`src/rtl/wmf_pkg.sv`:
```
package wmf_pkg;
    typedef enum logic [1:0] {
        ST_EMPTY = 2'd0,
        ST_PART  = 2'd1,
        ST_FULL  = 2'd2
    } fill_st_e;
endpackage

```
`src/rtl/wmf_ctrl.sv`:
```
module wmf_ctrl
    import wmf_pkg::*;
#(
    parameter int DATA_W = 8,
    parameter int ADDR_W = 6,
    localparam int DEPTH = 1 << ADDR_W,
    localparam int LVL_W = ADDR_W + 1
) (
    input  logic              clk,
    input  logic              rst_n,
    input  logic              flush,
    input  logic              h_push,
    input  logic              h_pop,
    input  logic [DATA_W-1:0] h_wdata,
    input  logic              e_push,
    input  logic              e_pop,
    input  logic [DATA_W-1:0] e_wdata,
    output logic              push_ok,
    output logic              pop_ok,
    output logic [DATA_W-1:0] push_data,
    output logic [LVL_W-1:0]  level,
    output logic              overflow
);
    localparam logic [LVL_W-1:0] LVL_FULL = LVL_W'(DEPTH);
    localparam logic [LVL_W-1:0] LVL_ONE  = LVL_W'(1);

    fill_st_e state_q, state_d;
    logic [LVL_W-1:0] level_q, level_d;
    logic ovf_q, ovf_d;
    logic push_req, pop_req;

    // per-direction arbitration: host wins
    always_comb begin
        push_req  = h_push | e_push;
        pop_req   = h_pop | e_pop;
        push_data = h_push ? h_wdata : e_wdata;
        pop_ok    = !flush && pop_req && (state_q != ST_EMPTY);
        push_ok   = !flush && push_req && ((state_q != ST_FULL) || pop_ok);
    end

    // state register
    always_ff @(posedge clk or negedge rst_n) begin
        if (!rst_n) begin
            state_q <= ST_EMPTY;
            level_q <= '0;
            ovf_q   <= 1'b0;
        end else begin
            state_q <= state_d;
            level_q <= level_d;
            ovf_q   <= ovf_d;
        end
    end

    // next state, level and flag
    always_comb begin
        state_d = state_q;
        level_d = level_q;
        ovf_d   = ovf_q;
        if (flush) begin
            state_d = ST_EMPTY;
            level_d = '0;
            ovf_d   = 1'b0;
        end else begin
            if (push_req && !push_ok) ovf_d = 1'b1;
            if (push_ok && !pop_ok) level_d = level_q + LVL_ONE;
            if (pop_ok && !push_ok) level_d = level_q - LVL_ONE;
            unique case (state_q)
                ST_EMPTY: if (push_ok) state_d = ST_PART;
                ST_PART: begin
                    if (pop_ok && !push_ok && level_q == LVL_ONE)
                        state_d = ST_EMPTY;
                    else if (push_ok && !pop_ok && level_q == LVL_FULL - LVL_ONE)
                        state_d = ST_FULL;
                end
                ST_FULL: if (pop_ok && !push_ok) state_d = ST_PART;
                default: state_d = ST_EMPTY;
            endcase
        end
    end

    // outputs
    always_comb begin
        level    = level_q;
        overflow = ovf_q;
    end
endmodule

```
`src/rtl/wmf_store.sv`:
```
module wmf_store #(
    parameter int DATA_W = 8,
    parameter int ADDR_W = 6,
    localparam int DEPTH = 1 << ADDR_W
) (
    input  logic              clk,
    input  logic              rst_n,
    input  logic              flush,
    input  logic              push_ok,
    input  logic              pop_ok,
    input  logic [DATA_W-1:0] push_data,
    output logic [DATA_W-1:0] rd_data
);
    logic [DATA_W-1:0] mem [DEPTH];
    logic [ADDR_W-1:0] wptr_q, rptr_q;
    logic [DATA_W-1:0] rd_q;

    always_ff @(posedge clk) begin
        if (push_ok) mem[wptr_q] <= push_data;
    end

    always_ff @(posedge clk or negedge rst_n) begin
        if (!rst_n) begin
            wptr_q <= '0;
            rptr_q <= '0;
            rd_q   <= '0;
        end else if (flush) begin
            wptr_q <= '0;
            rptr_q <= '0;
        end else begin
            if (push_ok) wptr_q <= wptr_q + ADDR_W'(1);
            if (pop_ok) begin
                rptr_q <= rptr_q + ADDR_W'(1);
                rd_q   <= mem[rptr_q];
            end
        end
    end

    assign rd_data = rd_q;
endmodule

```
`src/rtl/wmf_alert.sv`:
```
module wmf_alert #(
    parameter int ADDR_W = 6,
    parameter int WL_RESET = 8,
    localparam int DEPTH = 1 << ADDR_W,
    localparam int LVL_W = ADDR_W + 1
) (
    input  logic              clk,
    input  logic              rst_n,
    input  logic              wl_we,
    input  logic [ADDR_W-1:0] wl_wdata,
    input  logic [LVL_W-1:0]  level,
    output logic              hi_alert,
    output logic              lo_alert
);
    logic [ADDR_W-1:0] wl_q;
    logic [LVL_W-1:0]  room;

    always_ff @(posedge clk or negedge rst_n) begin
        if (!rst_n)     wl_q <= ADDR_W'(WL_RESET);
        else if (wl_we) wl_q <= wl_wdata;
    end

    always_comb begin
        room     = LVL_W'(DEPTH) - level;
        hi_alert = room <= {1'b0, wl_q};
        lo_alert = level <= {1'b0, wl_q};
    end
endmodule

```
`src/rtl/wm_fifo.sv`:
```
module wm_fifo #(
    parameter int DATA_W = 8,
    parameter int ADDR_W = 6,
    parameter int WL_RESET = 8,
    localparam int LVL_W = ADDR_W + 1
) (
    input  logic              clk,
    input  logic              rst_n,
    input  logic              flush,
    input  logic              wl_we,
    input  logic [ADDR_W-1:0] wl_wdata,
    input  logic              h_push,
    input  logic              h_pop,
    input  logic [DATA_W-1:0] h_wdata,
    input  logic              e_push,
    input  logic              e_pop,
    input  logic [DATA_W-1:0] e_wdata,
    output logic [DATA_W-1:0] rd_data,
    output logic [LVL_W-1:0]  level,
    output logic              hi_alert,
    output logic              lo_alert,
    output logic              overflow
);
    logic push_ok, pop_ok;
    logic [DATA_W-1:0] push_data;

    wmf_ctrl #(.DATA_W(DATA_W), .ADDR_W(ADDR_W)) u_ctrl (
        .clk(clk), .rst_n(rst_n), .flush(flush),
        .h_push(h_push), .h_pop(h_pop), .h_wdata(h_wdata),
        .e_push(e_push), .e_pop(e_pop), .e_wdata(e_wdata),
        .push_ok(push_ok), .pop_ok(pop_ok), .push_data(push_data),
        .level(level), .overflow(overflow)
    );

    wmf_store #(.DATA_W(DATA_W), .ADDR_W(ADDR_W)) u_store (
        .clk(clk), .rst_n(rst_n), .flush(flush),
        .push_ok(push_ok), .pop_ok(pop_ok), .push_data(push_data),
        .rd_data(rd_data)
    );

    wmf_alert #(.ADDR_W(ADDR_W), .WL_RESET(WL_RESET)) u_alert (
        .clk(clk), .rst_n(rst_n), .wl_we(wl_we), .wl_wdata(wl_wdata),
        .level(level), .hi_alert(hi_alert), .lo_alert(lo_alert)
    );
endmodule

```
`config.mk`:
```
export PLATFORM = sky130hd
export DESIGN_NAME = wm_fifo
export DESIGN_NICKNAME = d
export VERILOG_FILES = /design/src/rtl/wmf_pkg.sv /design/src/rtl/wmf_ctrl.sv /design/src/rtl/wmf_store.sv /design/src/rtl/wmf_alert.sv /design/src/rtl/wm_fifo.sv
export SDC_FILE = /design/constraint.sdc
export NUM_CORES = 1
export LEC_CHECK = 0
export ABC_AREA = 1
export BUFFER_PORTS_ARGS = -buffer_cell sky130_fd_sc_hd__buf_2
export CAP_MARGIN = 20
export CELL_PAD_IN_SITES_DETAIL_PLACEMENT = 0
export CELL_PAD_IN_SITES_GLOBAL_PLACEMENT = 2
export CORE_MARGIN = 3
export CORE_UTILIZATION = 45
export DETAILED_ROUTE_END_ITERATION = 16
export PLACE_DENSITY_LB_ADDON = 0.1
export SLEW_MARGIN = 20
export SYNTH_ARGS = -nofsm -noshare
export SYNTH_HDL_FRONTEND = slang
export SYNTH_HIERARCHICAL = 1
export SYNTH_SLANG_ARGS = --single-unit
```
`constraint.sdc`:
```
create_clock -name clk -period 5.05 [get_ports clk]
set_clock_uncertainty 0.15 [all_clocks]
set_input_delay 1.01 -clock clk [delete_from_list [all_inputs] [get_ports clk]]
set_output_delay 1.01 -clock clk [all_outputs]
set_load 0.01 [all_outputs]
```
==> results of run 1 <==
==> registers in the layout (all words and copies together), names as in the netlist <==
register         count
u_ctrl/level         7
u_ctrl/state_q       2
u_store/rd_data      8
u_store/rptr_q       6
u_alert/wl_q         6
u_store/mem        512
u_store/wptr_q       6
u_ctrl/overflow      1
==> power by group <==
part / leakage [nW] / internal (mW) / switching [mW] / total (mW)
clock network: 0.962 / 2.62 / 1.75 / 4.37
registers: 5.07 / 5.05 / 0.0529 / 5.10
logic: 5.26 / 0.315 / 0.726 / 1.04
==> cells by family (layout without fill, tap and decap cells) <==
family	count (synthesis)	count (layout)	share of synthesized area
simple gates	1376	1376	0.234
flops	548	548	0.659
buf+inv	428	489	0.0700
compound gates	87	87	0.0216
fa+ha+maj	17	17	0.00861
mux	9	9	0.00410
xor+xnor	8	8	0.00284
==> stage by stage <==
step | setup WS, ns | hold WS (ns) | util
after floorplan | 2.07 | 0.328 | -
after global placement | 1.13 | 0.308 | 0.473
after detailed placement | 1.10 | 0.312 | 0.473
after CTS | 1.10 | 0.329 | 0.510
after global routing | 0.955 | 0.271 | 0.510
final | 1.19 | 0.264 | 0.510
==> synth_stat cells (11+ instances only) <==
master / number / area share
nor3_1: 27 / 0.0055
clkbuf_1: 26 / 0.0040
or2_2: 48 / 0.012
dfrtp_1: 35 / 0.035
buf_1: 15 / 0.0023
o21ai_1: 11 / 0.0022
a21oi_1: 16 / 0.0032
buf_2: 68 / 0.014
nor2_1: 98 / 0.015
nand2_1: 907 / 0.14
o211ai_1: 32 / 0.0097
nand3_1: 271 / 0.055
inv_1: 300 / 0.046
ha_1: 17 / 0.0086
edfxtp_1: 512 / 0.62
o21ai_0: 21 / 0.0043
==> layout make-up <==
type,instances,area (sq um)
Sequential cell,548,16300
Clock buffer,71,1530
Tap cell,696,871
Multi-Input combinational cell,1497,6700
Timing Repair Buffer,74,528
Fill cell,5012,26500
Clock inverter,35,468
Inverter,309,1170
==> layer usage <==
layer  part of all wire  vias up  track usage
met4              0.021        0       0.0521
li1                   -     8106            -
met5                  0        -            0
met3              0.054       92       0.0385
met2               0.46      407        0.376
met1               0.46     8059        0.326
==> cell usage in the layout (no fill, tap or decap), types with 27 or more instances in the layout <==
cell       count
nand2_1      907
edfxtp_1     512
inv_1        298
nand3_1      271
nor2_1        98
clkbuf_16     57
or2_2         48
buf_2         46
dfrtp_1       32
o211ai_1      32
nor3_1        27
==> final timing paths <==
check / startpoint / to / cells past startpoint
hold / removal: rst_n / u_ctrl/state_q[1] / 1
hold reg to reg: u_store/rd_data[7] / u_store/rd_data[7] / 2
min in group clk: u_store/rd_data[7] / u_store/rd_data[7] / 2
setup reg to reg: u_store/rptr_q[0] / u_store/rd_data[3] / 10
setup / recovery: u_ctrl/level[0] / hi_alert / 11
max in group asynchronous: rst_n / u_store/rptr_q[0] / 1
==> worst max-delay path, stage by stage, from the launching register on <==
cell	delay, ns
dfrtp_1	0.50
inv_1	0.15
ha_1	0.26
nand2_2	0.09
nor2_4	0.04
xor2_1	0.17
ha_1	0.29
nand2_1	0.05
nor2_1	0.12
nand4_1	0.12
a21oi_2	0.16
buf_2	0.14
==> impl_metrics.yaml, run 1 <==
outcome:
  status: "complete, but fails checks"
  failed_checks: "slew limit"
sta:
  setup_viol: 0
  hold_violations: 0
  tightestPinTransition_ns: 1.58
  fin_crit_sh: 0.764
  rsz0062_at_grt: "false"
  tns_ns: 0
  period_minus_slack_ns: 3.86
  relSlewSlack: -0.0558
  max_freq_mhz: 259
  drv_slew: 81
route:
  vias_per_cell: 5.16
  drt_iter0_markers: 1206
  wl_per_cell_microns: 20.3
  drtPass1Iterations: 5
  drc: 0
  wirelength_mm: 65.5
  vias: 16700
  final_antenna_net_count: 0
placed_design:
  place_area_sq_um: 25500
  io_buffers: 47
  place_congestion: 0.805
  placed_cells: 3124
  post-dp-hpwl_mm: 41.4
cells_and_area:
  drive_above_1_share: 0.0987
  instances_no_fill: 3230
  diodes: 0
  fin_nets: 2534
  stdcell_area_sq_um: 27500
  syn2layout_area_growth_pct: 11.5
clock_tree:
  cts_tree: "yes"
  cts.sinks: 548
  cts_hold_buffers: 0
  cts_resized: 0
  root_buffer: "clkbuf_16"
  clk_latency_ns: 0.63
  clk_pin_slew_ns: 0.06
  htree_levels: 2
  cts_buffer_depth: 3
  cts_buffers: 57
  post_cts_buffers: 0
grt:
  antenna_found_initial: 0
  grt-ovfl-total: 0
  grt_max_degree: 257
  grt_pass1_wl_mm: 98.8
  grt_pass1_vias: 16400
  track_usage: 0.230
logic_synthesis:
  synth_fp_nets: 2520
  yosysSeqAreaShare: 0.659
  syn_area_sq_um: 24700
  postSynthAreaPerCell_sq_um: 9.99
  synth_flop_cell: "edfxtp_1"
  synth_edf_count: 512
  yosysUniqueCellTypes: 41
  synthCells: 2473
  yosysWarnings: 6
  async_flop_share: 0.0657
  ys_ff_latch: 548
worst_setup_path:
  reg2reg_slack_ns: 1.65
  critPathLaunchType: "flop"
  end_kind: "output pin"
  path_class: "reg2out"
  worst_ep_required_time_ns: 3.89
  arrival_ns: 2.70
  cp_max_fo: 8
floorplan:
  dieArea_sq_um: 57700
  initial_utilization: 0.457
  rows: 85
  die_x_microns: 240
  coreArea_sq_um: 54000
  die_h_microns: 240
  io_pins: 48
pwr:
  power_mw: 10.5
  ir_drop_mv: 0.300
  power.leakage_nw: 11.3
  powerDensity_nw_per_um2: 382
worst_hold_path:
  hold_class: "in2async"
job:
  cap_violations: 0
Power figures use the tool's default switching activity.
==> run 2: changes to the inputs <==
--- a/config.mk
+++ b/config.mk
@@ -5,13 +5,13 @@
 export SDC_FILE = /design/constraint.sdc
 export NUM_CORES = 1
 export LEC_CHECK = 0
-export ABC_AREA = 1
+export ABC_AREA = 0
 export BUFFER_PORTS_ARGS = -buffer_cell sky130_fd_sc_hd__buf_2
 export CAP_MARGIN = 20
 export CELL_PAD_IN_SITES_DETAIL_PLACEMENT = 0
 export CELL_PAD_IN_SITES_GLOBAL_PLACEMENT = 2
 export CORE_MARGIN = 3
-export CORE_UTILIZATION = 45
+export CORE_UTILIZATION = 48
 export DETAILED_ROUTE_END_ITERATION = 16
 export PLACE_DENSITY_LB_ADDON = 0.1
 export SLEW_MARGIN = 20
==> constraint.sdc (replaced) <==
create_clock -name clk -period 3.65 [get_ports clk]
set_clock_uncertainty 0.15 [all_clocks]
set_input_delay 0.73 -clock clk [delete_from_list [all_inputs] [get_ports clk]]
set_output_delay 0.73 -clock clk [all_outputs]
set_load 0.01 [all_outputs]
==> run 2 against run 1 <==
Highest routed layer unchanged; via count fell by 32%; the flow now finishes without violations; non-clock buffer count is 71 higher; first-iteration DRC count is 9.0% lower.
==> impl_metrics.yaml, run 2 <==
floorplan:
  die_h_microns: 222
  initial_utilization: 0.489
  die_x_microns: 222
  io_pins: 48
  rows: 78
  coreArea_sq_um: 45700
  dieArea_sq_um: 49100
worst_setup_path:
  arrival_ns: 2.59
  worst_ep_required_time_ns: 2.77
  cp_max_fo: 8
  rr_worst_depth: 5
  reg2reg_slack_ns: 0.64
  worst_r2r_startpoint: "u_store/rptr_q[4]"
  path_class: "reg2out"
  end_kind: "output pin"
  critPathLaunchType: "flop"
  rr_endpoint: "u_store/rd_data[0]"
logic_synthesis:
  postSynthAreaPerCell_sq_um: 18.4
  synthCells: 1213
  synth_edf_count: 512
  synth_fp_nets: 1260
  yosys.area.top_type: "edfxtp_1"
  yosysWarnings: 6
  yosysUniqueCellTypes: 65
  async_flop_share: 0.0657
  yosysSeqAreaShare: 0.729
  synth_flop_cell: "edfxtp_1"
  syn_area_sq_um: 22300
  ys_ff_latch: 548
  synth_common_cells: "edfxtp_1, mux4_2, nor2_1, mux2i_1"
  synth_most_common_cell: "edfxtp_1"
  yosys.area.top_type_share: 0.689
  synth_top_cells_by_area: "edfxtp_1, mux4_2, dfrtp_1, mux2i_1, nor2_1"
pwr:
  switching_power_mw: 2.88
  intPower_mw: 10.3
  switching_share: 0.219
  p_comb_frac: 0.073
  powerDensity_nw_per_um2: 520
  ir_drop_mv: 0.408
  pwr-share-seq: 0.538
  power.leakage_nw: 8.24
  clockPowerShare: 0.389
placed_design:
  place_congestion: 0.802
  io_buffers: 47
  post-dp-hpwl_mm: 32.1
sta:
  tns_ns: 0
  max_freq_mhz: 288
  drv_slew: 0
  rsz0062_at_grt: "false"
  hold_violations: 0
  relSlewSlack: 0.382
  fin_crit_sh: 0.951
  period_minus_slack_ns: 3.47
  tightestPinTransition_ns: 0.927
  setup_viol: 0
cells_and_area:
  syn2layout_area_growth_pct: 13.5
  final_common_cell: "edfxtp_1"
  largest_register_ffs: 512
  utilization: 0.555
  fin_nets: 1393
  diodes: 0
  multi_input_area_sq_um: 5590
  top_register: "u_store/mem"
  layout_common_cells: "edfxtp_1, mux4_2, buf_4"
  drive_above_1_share: 0.260
  regArea_sq_um: 16300
  fill_cells: 3567
grt:
  grt_pass1_vias: 11800
  grt_use_met1: 0.298
  antenna_found_initial: 0
  grt-ovfl-total: 0
  grt_max_degree: 65
  met2_usage: 0.321
  grt_pass1_wl_mm: 75.3
  track_usage: 0.205
  busiest_layer: "met2"
  met3_usage: 0.0305
route:
  vias: 11400
  final_antenna_net_count: 0
  wl_per_cell_microns: 25.1
  vias_per_cell: 5.73
  drc: 0
  wirelength_mm: 49.9
  drt_iter0_markers: 1097
  drtPass1Iterations: 5
clock_tree:
  clk_latency_ns: 0.59
  cts_hold_buffers: 0
  cts.sinks: 548
  htree_levels: 2
  clk_pin_slew_ns: 0.06
  cts_tree: "yes"
  cts_buffers: 55
  root_buffer: "clkbuf_16"
  cts_buffer_depth: 3
job:
  cap_violations: 0
worst_hold_path:
  hold_class: "in2async"
outcome:
  status: "finished clean"
## run 2: metal layers
layer	wire, microns	part of all wire	up-vias
li1	-	-	5147
met1	22500	0.45	5858
met2	23300	0.47	297
met3	2500	0.050	78
met4	1570	0.031	0
met5	0	0	-
## run 2: what timing repair did
| item | in CTS | in global routing |
|---|---|---|
| buffers inserted | 0 | 5 |
| gates cloned | 0 | 0 |
| pin swaps | 0 | 2 |
| resized for setup | 1 | 4 |
| setup endpoints to repair | 1 | 1 |
## run 2: final cells by class
cell class,count,share of cell area
Sequential cell,548,0.643
Timing Repair Buffer,145,0.0413
Multi-Input combinational cell,585,0.220
Clock buffer,75,0.0589
Tap cell,600,0.0296
Inverter,11,0.00163
Clock inverter,23,0.00558
## run 2: power by group through the flow
stage	clock network, mW	registers (mW)	logic (mW)
3_3_place_gp	0	7.22	0.935
5_1_grt	5.55	7.09	1.05
4_1_cts	5.28	7.09	0.945
3_5_place_dp	0	7.22	0.941
2_1_floorplan	0	7.17	0.614
6_report	5.13	7.09	0.955
## run 2: worst max path at each step
| stage | startpoint | to | cells past startpoint |
|---|---|---|---|
| 3_5_place_dp | h_push | u_store/mem[13][5] | 8 |
| 4_1_cts | u_ctrl/level[1] | hi_alert | 9 |
| 3_3_place_gp | h_push | u_store/mem[13][7] | 8 |
| 2_1_floorplan | flush | u_store/mem[48][0] | 7 |
| 5_1_grt | u_ctrl/level[1] | hi_alert | 9 |
| 6_report | u_ctrl/level[1] | hi_alert | 9 |
## run 2: cell families (layout without fill, tap and decap cells)
group	count (synthesis)	after routing	share of synthesized area
compound gates	128	128	0.0405
xor+xnor	15	15	0.00588
fa+ha+maj	17	17	0.00953
buf+inv	80	254	0.0211
flops	548	548	0.729
mux	184	184	0.139
simple gates	241	241	0.0545
## run 2: worst max-delay path, cell delays in order, from the launching register on
cell     delay (ns)
dfrtp_2        0.46
inv_1          0.08
ha_2           0.20
nand2_1        0.07
xor2_1         0.14
ha_1           0.29
and3_1         0.18
a221o_1        0.31
a21oi_1        0.13
buf_2          0.15
## run 2: per-stage QoR
stage	cells	setup slack (ns)	hold slack (ns)	cell area [sq um]	power [mW]
final	1987	0.180	0.124	25300	13.2
after global routing	1987	0.0172	0.180	25300	13.7
after CTS	1982	0.0540	0.141	25300	13.3
after detailed placement	1884	0.409	0.343	23700	8.16
after global placement	1884	0.432	0.342	23700	8.15
after floorplan	1213	0.464	0.284	22300	7.79
